## src/rtl/qe_pkg.sv

```systemverilog
package qe_pkg;

  localparam int DESC_WORDS = 4;
  localparam int WIDX_W     = $clog2(DESC_WORDS);
  localparam int LEN_W      = 16;

  localparam int FLG_OWN  = 0;
  localparam int FLG_SKIP = 2;
  localparam int FLG_IRQ  = 7;
  localparam int EXT_ZLP  = 5;

  localparam logic [7:0] CSUM_GOOD = 8'hFF;

  typedef enum logic [2:0] {
    QS_IDLE,
    QS_FETCH,
    QS_CHECK,
    QS_MOVE,
    QS_WB,
    QS_ADV,
    QS_PARK
  } qstate_t;

endpackage

```

## src/rtl/qe_csum.sv

```systemverilog
module qe_csum #(
  parameter int NW = 4
) (
  input  logic [NW-1:0][31:0] words,
  output logic [7:0]          sum,
  output logic                ok
);
  import qe_pkg::*;

  always_comb begin
    sum = 8'h00;
    for (int w = 0; w < NW; w++) begin
      for (int b = 0; b < 4; b++) begin
        sum = sum + words[w][b*8 +: 8];
      end
    end
    ok = (sum == CSUM_GOOD);
  end

endmodule

```

## src/rtl/qe_mover.sv

```systemverilog
module qe_mover #(
  parameter int AW = 32,
  parameter int LW = 16
) (
  input  logic          clk,
  input  logic          rst_n,
  input  logic          go,
  input  logic          dir_tx,
  input  logic          zlp_flag,
  input  logic [AW-1:0] buf_addr,
  input  logic [LW-1:0] len,
  output logic          ep_req,
  output logic          ep_dir,
  output logic          ep_zlp,
  output logic [AW-1:0] ep_addr,
  output logic [LW-1:0] ep_len,
  input  logic          ep_done,
  input  logic [LW-1:0] ep_count,
  output logic          fin,
  output logic [LW-1:0] act
);

  logic          busy_q, busy_n;
  logic          fin_q, fin_n;
  logic          dir_q, zlp_q;
  logic [AW-1:0] addr_q;
  logic [LW-1:0] len_q;
  logic [LW-1:0] act_q, act_n;
  logic          act_en;

  always_comb begin
    busy_n = busy_q;
    fin_n  = 1'b0;
    act_n  = act_q;
    act_en = 1'b0;
    if (go) begin
      busy_n = 1'b1;
    end else if (busy_q && ep_done) begin
      busy_n = 1'b0;
      fin_n  = 1'b1;
      act_en = 1'b1;
      act_n  = (ep_count > len_q) ? len_q : ep_count;
    end
  end

  always_ff @(posedge clk or negedge rst_n) begin
    if (!rst_n) begin
      busy_q <= 1'b0;
      fin_q  <= 1'b0;
      act_q  <= '0;
      dir_q  <= 1'b0;
      zlp_q  <= 1'b0;
      addr_q <= '0;
      len_q  <= '0;
    end else begin
      busy_q <= busy_n;
      fin_q  <= fin_n;
      if (act_en) act_q <= act_n;
      if (go) begin
        dir_q  <= dir_tx;
        zlp_q  <= zlp_flag & dir_tx;
        addr_q <= buf_addr;
        len_q  <= len;
      end
    end
  end

  assign ep_req  = busy_q;
  assign ep_dir  = dir_q;
  assign ep_zlp  = busy_q & zlp_q;
  assign ep_addr = addr_q;
  assign ep_len  = len_q;
  assign fin     = fin_q;
  assign act     = act_q;

  AST_ACT_CLIPPED: assert property (@(posedge clk) disable iff (!rst_n)
    fin |-> (act <= len_q));
  AST_NO_RESTART: assert property (@(posedge clk) disable iff (!rst_n)
    go |-> !busy_q);
  AST_RX_NO_ZLP: assert property (@(posedge clk) disable iff (!rst_n)
    (ep_req && !ep_dir) |-> !ep_zlp);

endmodule

```

## src/rtl/dring_qengine.sv

```systemverilog
module dring_qengine #(
  parameter int AW = 32
) (
  input  logic          clk,
  input  logic          rst_n,
  input  logic          cmd_start,
  input  logic          cmd_stop,
  input  logic          cmd_resume,
  input  logic          sar_we,
  input  logic [AW-1:0] sar_wdata,
  input  logic          csum_en,
  input  logic          dir_tx,
  output logic          active,
  output logic [AW-1:0] cur_ptr,
  output logic          mem_req,
  output logic          mem_we,
  output logic [AW-1:0] mem_addr,
  output logic [31:0]   mem_wdata,
  input  logic [31:0]   mem_rdata,
  input  logic          mem_ack,
  output logic          ep_req,
  output logic          ep_dir,
  output logic          ep_zlp,
  output logic [AW-1:0] ep_addr,
  output logic [15:0]   ep_len,
  input  logic          ep_done,
  input  logic [15:0]   ep_count,
  output logic          done_evt,
  output logic          cs_err_evt,
  output logic          len_err_evt
);
  import qe_pkg::*;

  localparam logic [WIDX_W-1:0] LAST_WORD = WIDX_W'(DESC_WORDS - 1);

  qstate_t                           state_q, state_n;
  logic [WIDX_W-1:0]                 widx_q, widx_n;
  logic [DESC_WORDS-1:0][31:0]       desc_q, desc_n;
  logic                              desc_en;
  logic [AW-1:0]                     cur_q, cur_n;
  logic [AW-1:0]                     sar_q;
  logic                              active_q, active_n;
  logic                              stop_q, stop_n;
  logic [LEN_W-1:0]                  wblen_q, wblen_n;

  logic                              own, skip, irq, zlp;
  logic [LEN_W-1:0]                  dlen;
  logic [7:0]                        csum;
  logic                              csum_ok;
  logic                              mv_go, mv_fin;
  logic [LEN_W-1:0]                  mv_act;

  assign own  = desc_q[0][FLG_OWN];
  assign skip = desc_q[0][FLG_SKIP];
  assign irq  = desc_q[0][FLG_IRQ];
  assign dlen = desc_q[0][31:16];
  assign zlp  = desc_q[3][EXT_ZLP];

  qe_csum #(.NW(DESC_WORDS)) i_csum (
    .words (desc_q),
    .sum   (csum),
    .ok    (csum_ok)
  );

  qe_mover #(.AW(AW), .LW(LEN_W)) i_mover (
    .clk      (clk),
    .rst_n    (rst_n),
    .go       (mv_go),
    .dir_tx   (dir_tx),
    .zlp_flag (zlp),
    .buf_addr (desc_q[2][AW-1:0]),
    .len      (dlen),
    .ep_req   (ep_req),
    .ep_dir   (ep_dir),
    .ep_zlp   (ep_zlp),
    .ep_addr  (ep_addr),
    .ep_len   (ep_len),
    .ep_done  (ep_done),
    .ep_count (ep_count),
    .fin      (mv_fin),
    .act      (mv_act)
  );

  always_comb begin
    state_n     = state_q;
    widx_n      = widx_q;
    desc_n      = desc_q;
    desc_en     = 1'b0;
    cur_n       = cur_q;
    active_n    = active_q;
    stop_n      = stop_q;
    wblen_n     = wblen_q;
    mem_req     = 1'b0;
    mem_we      = 1'b0;
    mem_addr    = cur_q;
    mem_wdata   = '0;
    mv_go       = 1'b0;
    done_evt    = 1'b0;
    cs_err_evt  = 1'b0;
    len_err_evt = 1'b0;

    if (cmd_stop && active_q && state_q != QS_PARK) stop_n = 1'b1;

    unique case (state_q)
      QS_IDLE: begin
        if (cmd_start) begin
          cur_n    = sar_q;
          active_n = 1'b1;
          stop_n   = 1'b0;
          widx_n   = '0;
          state_n  = QS_FETCH;
        end
      end
      QS_FETCH: begin
        mem_req  = 1'b1;
        mem_addr = cur_q + AW'({widx_q, 2'b00});
        if (mem_ack) begin
          desc_en        = 1'b1;
          desc_n[widx_q] = mem_rdata;
          if (widx_q == LAST_WORD) state_n = QS_CHECK;
          else                     widx_n  = widx_q + 1'b1;
        end
      end
      QS_CHECK: begin
        if (stop_q) begin
          active_n = 1'b0;
          stop_n   = 1'b0;
          state_n  = QS_IDLE;
        end else if (!own) begin
          state_n = QS_PARK;
        end else if (csum_en && !csum_ok) begin
          cs_err_evt = 1'b1;
          state_n    = QS_PARK;
        end else if (skip) begin
          wblen_n = '0;
          state_n = QS_WB;
        end else if (dir_tx && dlen == '0) begin
          len_err_evt = 1'b1;
          state_n     = QS_PARK;
        end else begin
          mv_go   = 1'b1;
          state_n = QS_MOVE;
        end
      end
      QS_MOVE: begin
        if (mv_fin) begin
          wblen_n = mv_act;
          state_n = QS_WB;
        end
      end
      QS_WB: begin
        mem_req   = 1'b1;
        mem_we    = 1'b1;
        mem_addr  = cur_q;
        mem_wdata = {wblen_q, desc_q[0][15:8], desc_q[0][7:1], 1'b0};
        if (mem_ack) state_n = QS_ADV;
      end
      QS_ADV: begin
        cur_n    = desc_q[1][AW-1:0];
        done_evt = irq;
        widx_n   = '0;
        if (stop_q) begin
          active_n = 1'b0;
          stop_n   = 1'b0;
          state_n  = QS_IDLE;
        end else begin
          state_n = QS_FETCH;
        end
      end
      QS_PARK: begin
        if (cmd_stop) begin
          active_n = 1'b0;
          stop_n   = 1'b0;
          state_n  = QS_IDLE;
        end else if (cmd_resume) begin
          widx_n  = '0;
          state_n = QS_FETCH;
        end
      end
      default: state_n = QS_IDLE;
    endcase
  end

  always_ff @(posedge clk or negedge rst_n) begin
    if (!rst_n) begin
      state_q  <= QS_IDLE;
      widx_q   <= '0;
      desc_q   <= '0;
      cur_q    <= '0;
      sar_q    <= '0;
      active_q <= 1'b0;
      stop_q   <= 1'b0;
      wblen_q  <= '0;
    end else begin
      state_q  <= state_n;
      widx_q   <= widx_n;
      cur_q    <= cur_n;
      active_q <= active_n;
      stop_q   <= stop_n;
      wblen_q  <= wblen_n;
      if (desc_en) desc_q <= desc_n;
      if (sar_we)  sar_q  <= sar_wdata;
    end
  end

  assign active  = active_q;
  assign cur_ptr = cur_q;

  AST_PARK_QUIET: assert property (@(posedge clk) disable iff (!rst_n)
    (state_q == QS_PARK) |-> (!mem_req && !ep_req));
  AST_IDLE_QUIET: assert property (@(posedge clk) disable iff (!rst_n)
    !active_q |-> (!mem_req && !ep_req));
  AST_WB_DROPS_OWN: assert property (@(posedge clk) disable iff (!rst_n)
    (mem_req && mem_we) |-> !mem_wdata[FLG_OWN]);
  AST_ONE_EVENT: assert property (@(posedge clk) disable iff (!rst_n)
    $onehot0({done_evt, cs_err_evt, len_err_evt}));
  AST_START_IGNORED: assert property (@(posedge clk) disable iff (!rst_n)
    (active_q && cmd_start && state_q != QS_ADV) |=> $stable(cur_ptr));
  AST_XFER_EXCLUSIVE: assert property (@(posedge clk) disable iff (!rst_n)
    ep_req |-> !mem_req);

endmodule

```

## config.mk

```make
export PLATFORM = sky130hd
export DESIGN_NAME = dring_qengine
export DESIGN_NICKNAME = d
export VERILOG_FILES = /design/src/rtl/qe_pkg.sv /design/src/rtl/qe_csum.sv /design/src/rtl/qe_mover.sv /design/src/rtl/dring_qengine.sv
export SDC_FILE = /design/constraint.sdc
export NUM_CORES = 1
export LEC_CHECK = 0
export ABC_AREA = 1
export CORE_MARGIN = 10
export CORE_UTILIZATION = 49
export DETAILED_ROUTE_END_ITERATION = 16
export PLACE_DENSITY = 0.88
export SLEW_MARGIN = 25
export SYNTH_ARGS = -nofsm -noshare
export SYNTH_HDL_FRONTEND = slang
export SYNTH_SLANG_ARGS = --single-unit
```

## constraint.sdc

```tcl
create_clock -name clk -period 7.05 [get_ports clk]
set_clock_uncertainty 0.1 [all_clocks]
set_input_delay 1.41 -clock clk [delete_from_list [all_inputs] [get_ports clk]]
set_output_delay 1.41 -clock clk [all_outputs]
set_load 0.01 [all_outputs]
```

=== Yosys cells after proc, flatten, opt, wreduce, memory -nomap -nowiden ===
Index checks and enable logic that the tools add are counted.

* $add $sub $neg: 17
* Eq/ne operators: 24
* Reductions and logical operators: 23
* Muxes and demuxes: 68
* Magnitude comparators: 3
* Bitwise gates (word level): 3

{| class="wikitable"
|+ Operators by type and width
! cell !! count
|-
| 128-bit bitwise mux || 1
|-
| 32-bit 2-to-1 mux || 4
|-
| 8-bit adder || 15
|-
| 16-bit 2-to-1 mux || 6
|-
| 32-bit demux with 2-bit select || 1
|-
| 32-bit case mux with 2 select lines || 1
|-
| 3-bit 2-to-1 mux || 12
|-
| 1-bit 2-to-1 mux || 33
|-
| 32-bit by 4-bit adder with 32-bit output || 1
|-
| 16-bit case mux with 2 select lines || 1
|-
| 2-bit inequality test, second input constant || 12
|-
| 3-bit case mux with 7 select lines || 1
|-
| 6-bit AND reduction || 3
|-
| 16-bit greater-than comparator || 1
|-
| 16-bit logical NOT || 1
|-
| 2-bit 2-to-1 mux || 5
|-
| 3-bit equality test, second input constant || 3
|-
| 8-bit equality test, second input constant || 1
|-
| 2-bit case mux with 4 select lines || 1
|-
| 3-bit by 2-bit equality test with 1-bit output, second input constant || 2
|-
| 1-bit logical AND || 6
|-
| 3-bit inequality test, second input constant || 2
|-
| 1-bit case mux with 3 select lines || 2
|-
| 3-bit AND reduction || 2
|-
| 16 further kinds || 21
|}

* Output and inout bits: 153
* Bits of input ports: 90
* Register bits: 283
* Word-level logic and storage cells: 156

=== Longest topological paths before layout ===
* Word-level depth: 24
* Gate-level depth with buffers: 29
* Mapped depth without buffers: 28

=== By module ===
Synthesis repeated with hierarchy kept, for this count alone.

* Cells, all modules: 1939
* Area total of the unflattened synthesis: 16141.7 µm²

{| class="wikitable"
|+ By module, submodules not included
! module !! seq. area each (µm²) !! instances !! area each (µm²) !! cells an instance
|-
| dring_qengine || 5380.2 || 1 || 9937.0 || 1182
|-
| qe_mover || 1701.6 || 1 || 3189.3 || 392
|-
| qe_csum || 0.0 || 1 || 3015.4 || 365
|}

=== Worst setup path after synthesis ===
Ideal clock, no wire load.

* Kind: register -> output
* Start: register desc_q[74] in the netlist's numbering
* End: output port len_err_evt
* Path buffers: 0
* Required time: 5540 ps
* Slack: 94 ps
* Arrival: 5446 ps
* Stages on the path, launching flop included: 22
* Path through: dfrtp_1 -> fa_1 -> inv_1 -> fa_1 -> inv_1 -> fa_1 -> inv_1 -> fa_1 -> fa_1 -> inv_1 -> fa_1 -> ha_1 -> fa_1 -> nand2_1 -> nand2_1 -> a21oi_1 -> nor2_1 -> nor4_1 -> nand3_2 -> nand2_4 -> inv_2 -> nor4_1

* Cells in the longest elaborated chain, start to end: 14

{| class="wikitable"
|+ RTL lines
! what !! RTL line !! source
|-
| start, declared || dring_qengine.sv:38 || <nowiki>logic [DESC_WORDS-1:0][31:0] desc_q, desc_n;</nowiki>
|-
| start signal, assigned || dring_qengine.sv:201 || <nowiki>if (desc_en) desc_q <= desc_n;</nowiki>
|-
| 8-bit adder (7 in a row) || qe_csum.sv:14 || <nowiki>sum = sum + words[w][b*8 +: 8];</nowiki>
|-
| 8-bit equality test || qe_csum.sv:17 || <nowiki>ok = (sum == CSUM_GOOD);</nowiki>
|-
| 1-bit logical NOT || dring_qengine.sv:131 || <nowiki>end else if (csum_en && !csum_ok) begin</nowiki>
|-
| 1-bit logical AND || dring_qengine.sv:131 ||
|-
| 1-bit 2-to-1 mux || dring_qengine.sv:131 ||
|-
| 1-bit 2-to-1 mux || dring_qengine.sv:129 || <nowiki>end else if (!own) begin</nowiki>
|-
| 1-bit 2-to-1 mux || dring_qengine.sv:125 || <nowiki>if (stop_q) begin</nowiki>
|-
| 1-bit 2-to-1 mux || dring_qengine.sv:104 || <nowiki>unique case (state_q)</nowiki>
|-
| end, declared || dring_qengine.sv:30 || <nowiki>output logic len_err_evt</nowiki>
|}

Every way passes these cells.

=== Worst setup path in the final report ===
* Start: register desc_q[90] in the netlist's numbering
* End: output port len_err_evt

* Cells in the longest elaborated chain, start to end: 12

{| class="wikitable"
|+ RTL lines
! what !! RTL line
|-
| 8-bit adder (5 in a row) || qe_csum.sv:14
|-
| 8-bit equality test || qe_csum.sv:17
|-
| 1-bit logical NOT || dring_qengine.sv:131
|-
| 1-bit logical AND || dring_qengine.sv:131
|-
| 1-bit 2-to-1 mux || dring_qengine.sv:131
|-
| 1-bit 2-to-1 mux || dring_qengine.sv:129
|-
| 1-bit 2-to-1 mux || dring_qengine.sv:125
|-
| 1-bit 2-to-1 mux || dring_qengine.sv:104
|}

Every way passes these cells.

==> summary.md <==
| Metric | Value |
|---|---|
| Yosys cell types | 43 |
| Post-synth EDFFs | 0 |
| Detailed router's first-iteration violation count | between 900 and 1000 |
| Fmax achieved | between 100 and 150 MHz |
| Main flop type after synthesis | dfrtp_1 |
| Post-layout nets | around 2400 |
| HP Class | reg2reg |
| Max transition margin | 0.3631 |
| Mapped Cells | between 1500 and 2000 |
| Max stage delay cell, worst path | fa_1 |
| CTS Buffer Depth | 3 |
| Worst setup path endpoint | len_err_evt |
| Total of max-cap violations | 0 |
| Initial Utilization | 0.4943 |
| Worst R2R Start | desc_q[90] |
| Initial antenna violation count | 2 |
| Setup TNS | -1.025 ns |
| CTS clk-pin slew, worst paths | approximately 0.060 ns |
| Layout Utilization | 0.6427 |
| Clock latency on the worst-skew pair | around 0.52 ns |
| Vias in the first global route | 14000 |
| Num CTS Buffers | 34 |
| Failing checks | negative setup slack |
| Worst Setup Path Type | reg2out |
| Sequential share of the synthesized area | 0.4552 |
| CP Data Required Time | around 5.5 ns |
| Syn Area/Cell | around 8.5 um^2 |
| # DRC | 0 |
| Syn_nets | 2044 |
| Die span in y | between 150 and 200 um |
| Critical path arrival | around 6.1 ns |
| Syn Std Cell Area | approximately 16000 um^2 |
| Routed Antenna Nets | 0 |
| Final Slew Violations | 0 |
| Hold slack final | approximately 0.37 ns |
| Worst-margin pin slew | ~0.96 ns |
| Reg2reg path depth | 27 |
| Die area | slightly below 40000 um^2 |
| Worst Setup Start Kind | flop |
| Crit-path cells | fa_1, inv_2, fa_1, inv_1, fa_1, inv_2, fa_2, fa_1, inv_2, fa_1, ha_2, fa_2, nand2_1, nand2_1, a21oi_2, nor2_2, nor4_2, nand3_2, nand2_4, inv_2, nor4_4, buf_4, buf_6 |
| Worst setup margin | -0.5462 ns |
| Num ports | 243 |
| Final Instance Area | about 20000 um^2 |
| Crit Path Max Fanout | 2 |
| IO buf count | about 240 |
| Synthesis-to-layout area growth | 30.04% |
| Largest net degree at the start of global routing | 182 |
| Final hold violation count | 0 |
| Clk root buf | clkbuf_16 |
| Kind of end point of the critical path | primary output |
| Unrepaired setup endpoints after global routing | yes |
| Routed length per instance | around 18 um |
| R2r setup slk | a little under 0.6 ns |
| Crit path time final | around 7.6 ns |
| Global-route usage over all layers | 0.2399 |
| First-pass GRT wire length | approximately 74000 um |
| Setup violations, final | 2 |
| Worst setup startpoint | desc_q[90] |
| Via count | around 13000 |
| CTS tree | yes |
| Die Span X | around 200 um |
| Hpwl dp | 35630 um |
| Most used cell, CP | fa_1 |
| Drt first pass iters | 6 |
| H-tree levels | 2 |
| CTS Sinks | approximately 280 |
| #FFs+latches synth | between 200 and 300 |
| FP Rows | between 60 and 70 |
| Tcrit/Tclk final | 1.077 |
| WL final | 47220 um |
| Synth warnings | 0 |
| R2R Path End | i_mover.ep_len[6] |
| Routed vias/inst | around 5.2 |
| Run status | finished with violations |
| Share of cells above drive strength 1 | 0.09954 |
| CP peak stage delay | 0.55 ns |
| Area after DPL | roughly 19000 um^2 |
| Routability cong. | between 0.9 and 1 |
| CORE AREA | approximately 31000 um^2 |
| Ys async rst share | 1.000 |
| Fillers | around 2500 |
| Global route overflow | 0 |
Yosys cell counts, types with 9 or more instances:
cell	n	area, um^2
a31oi_1	10	62.56
clkbuf_1	51	191.4
nor3_1	16	80.08
xor2_1	27	236.5
fa_1	88	1762
nor4_1	9	56.30
o211ai_1	22	165.2
nand2_1	523	1963
o21ai_0	219	1096
nand3_1	67	335.3
inv_1	304	1141
ha_1	35	437.9
mux2_2	10	112.6
nor2_1	94	352.8
dfrtp_1	283	7082
a21oi_1	11	55.05
state kept, by name, indices dropped and copies added, names as in the netlist, 2 cells and up:
register / count
sar_q: 32
widx_q: 2
wblen_q: 16
desc_q: 128
state_q: 3
cur_ptr: 32
i_mover.act: 16
i_mover.ep_addr: 32
i_mover.ep_len: 16
worst min path at each step:
stage / slack, ns / cells after the start / to / from
floorplan: 0.34 / 2 / i_mover.act[0] / i_mover.act[0]
global placement: 0.35 / 2 / wblen_q[3] / wblen_q[3]
detailed placement: 0.36 / 2 / i_mover.act[14] / i_mover.act[14]
CTS: 0.37 / 2 / i_mover.act[14] / i_mover.act[14]
global route: 0.40 / 2 / i_mover.act[14] / i_mover.act[14]
finish: 0.37 / 2 / i_mover.act[14] / i_mover.act[14]
layout by cell type, fill, tap and decap left out, drive strengths merged, types with 10 or more instances in the layout:
cell,n
a21oi,11
a31oi,10
buf,115
clkbuf,48
clkdlybuf4s50,237
dfrtp,283
fa,88
ha,35
inv,311
mux2,10
nand2,527
nand3,69
nor2,95
nor3,17
o211ai,22
o21ai,220
xor2,27
cell families after synthesis:
logic type / Yosys count / synth area share
and+or+nand+nor: 730 / 0.1896
buffers and inverters: 381 / 0.09499
DFF: 283 / 0.4552
AOI/OAI and AO/OA: 270 / 0.09274
adders and majority gates: 123 / 0.1414
xor gates and xnor gates: 33 / 0.01858
muxes: 10 / 0.007239
other: 1 / 0.0002411
metrics by stage:
step	setup WS, ns	cells
floorplan	0.09383	1831
CTS	-0.4230	2568
detailed placement	-0.6706	2504
global route	-0.6732	2573
global placement	-0.5844	2504
finish	-0.5462	2573
critical path, delay by kind of cell (launching register included):
| kind | cells | cell delay, ns |
|---|---|---|
| compound gates | 1 | 0.18 |
| fa+ha+maj | 8 | 3.59 |
| buf+inv | 7 | 0.51 |
| flops | 1 | 0.40 |
| simple gates | 7 | 0.90 |
per-layer routing:
layer	routed length, um	GRT usage	vias up
met2	23970	0.4176	476
met3	3220	0.04380	113
met5	13	0	-
met4	1997	0.1116	2
met1	18020	0.2814	6599
li1	-	-	6299
final cells by class:
| class | count | area [um^2] | area share |
|---|---|---|---|
| Multi-Input combinational cell | 1167 | 7097 | 0.3508 |
| Sequential cell | 283 | 7082 | 0.3501 |
| Timing Repair Buffer | 352 | 3284 | 0.1624 |
| Inverter | 309 | 1160 | 0.05734 |
| Clock buffer | 48 | 973.4 | 0.04812 |
| Tap cell | 402 | 503.0 | 0.02486 |
| Clock inverter | 11 | 127.6 | 0.006309 |
| Antenna cell | 1 | 2.502 | 0.0001237 |
timing repair:
item,CTS,global route
pin swaps,19,14
setup buffers,5,5
hold buffers,0,0
gates resized for setup,33,6
endpoints found under the hold margin,0,0
setup endpoints to repair,2,2
Power is not shown: default switching activity piles up to over one toggle a cycle in this logic, so the estimate is an artifact.
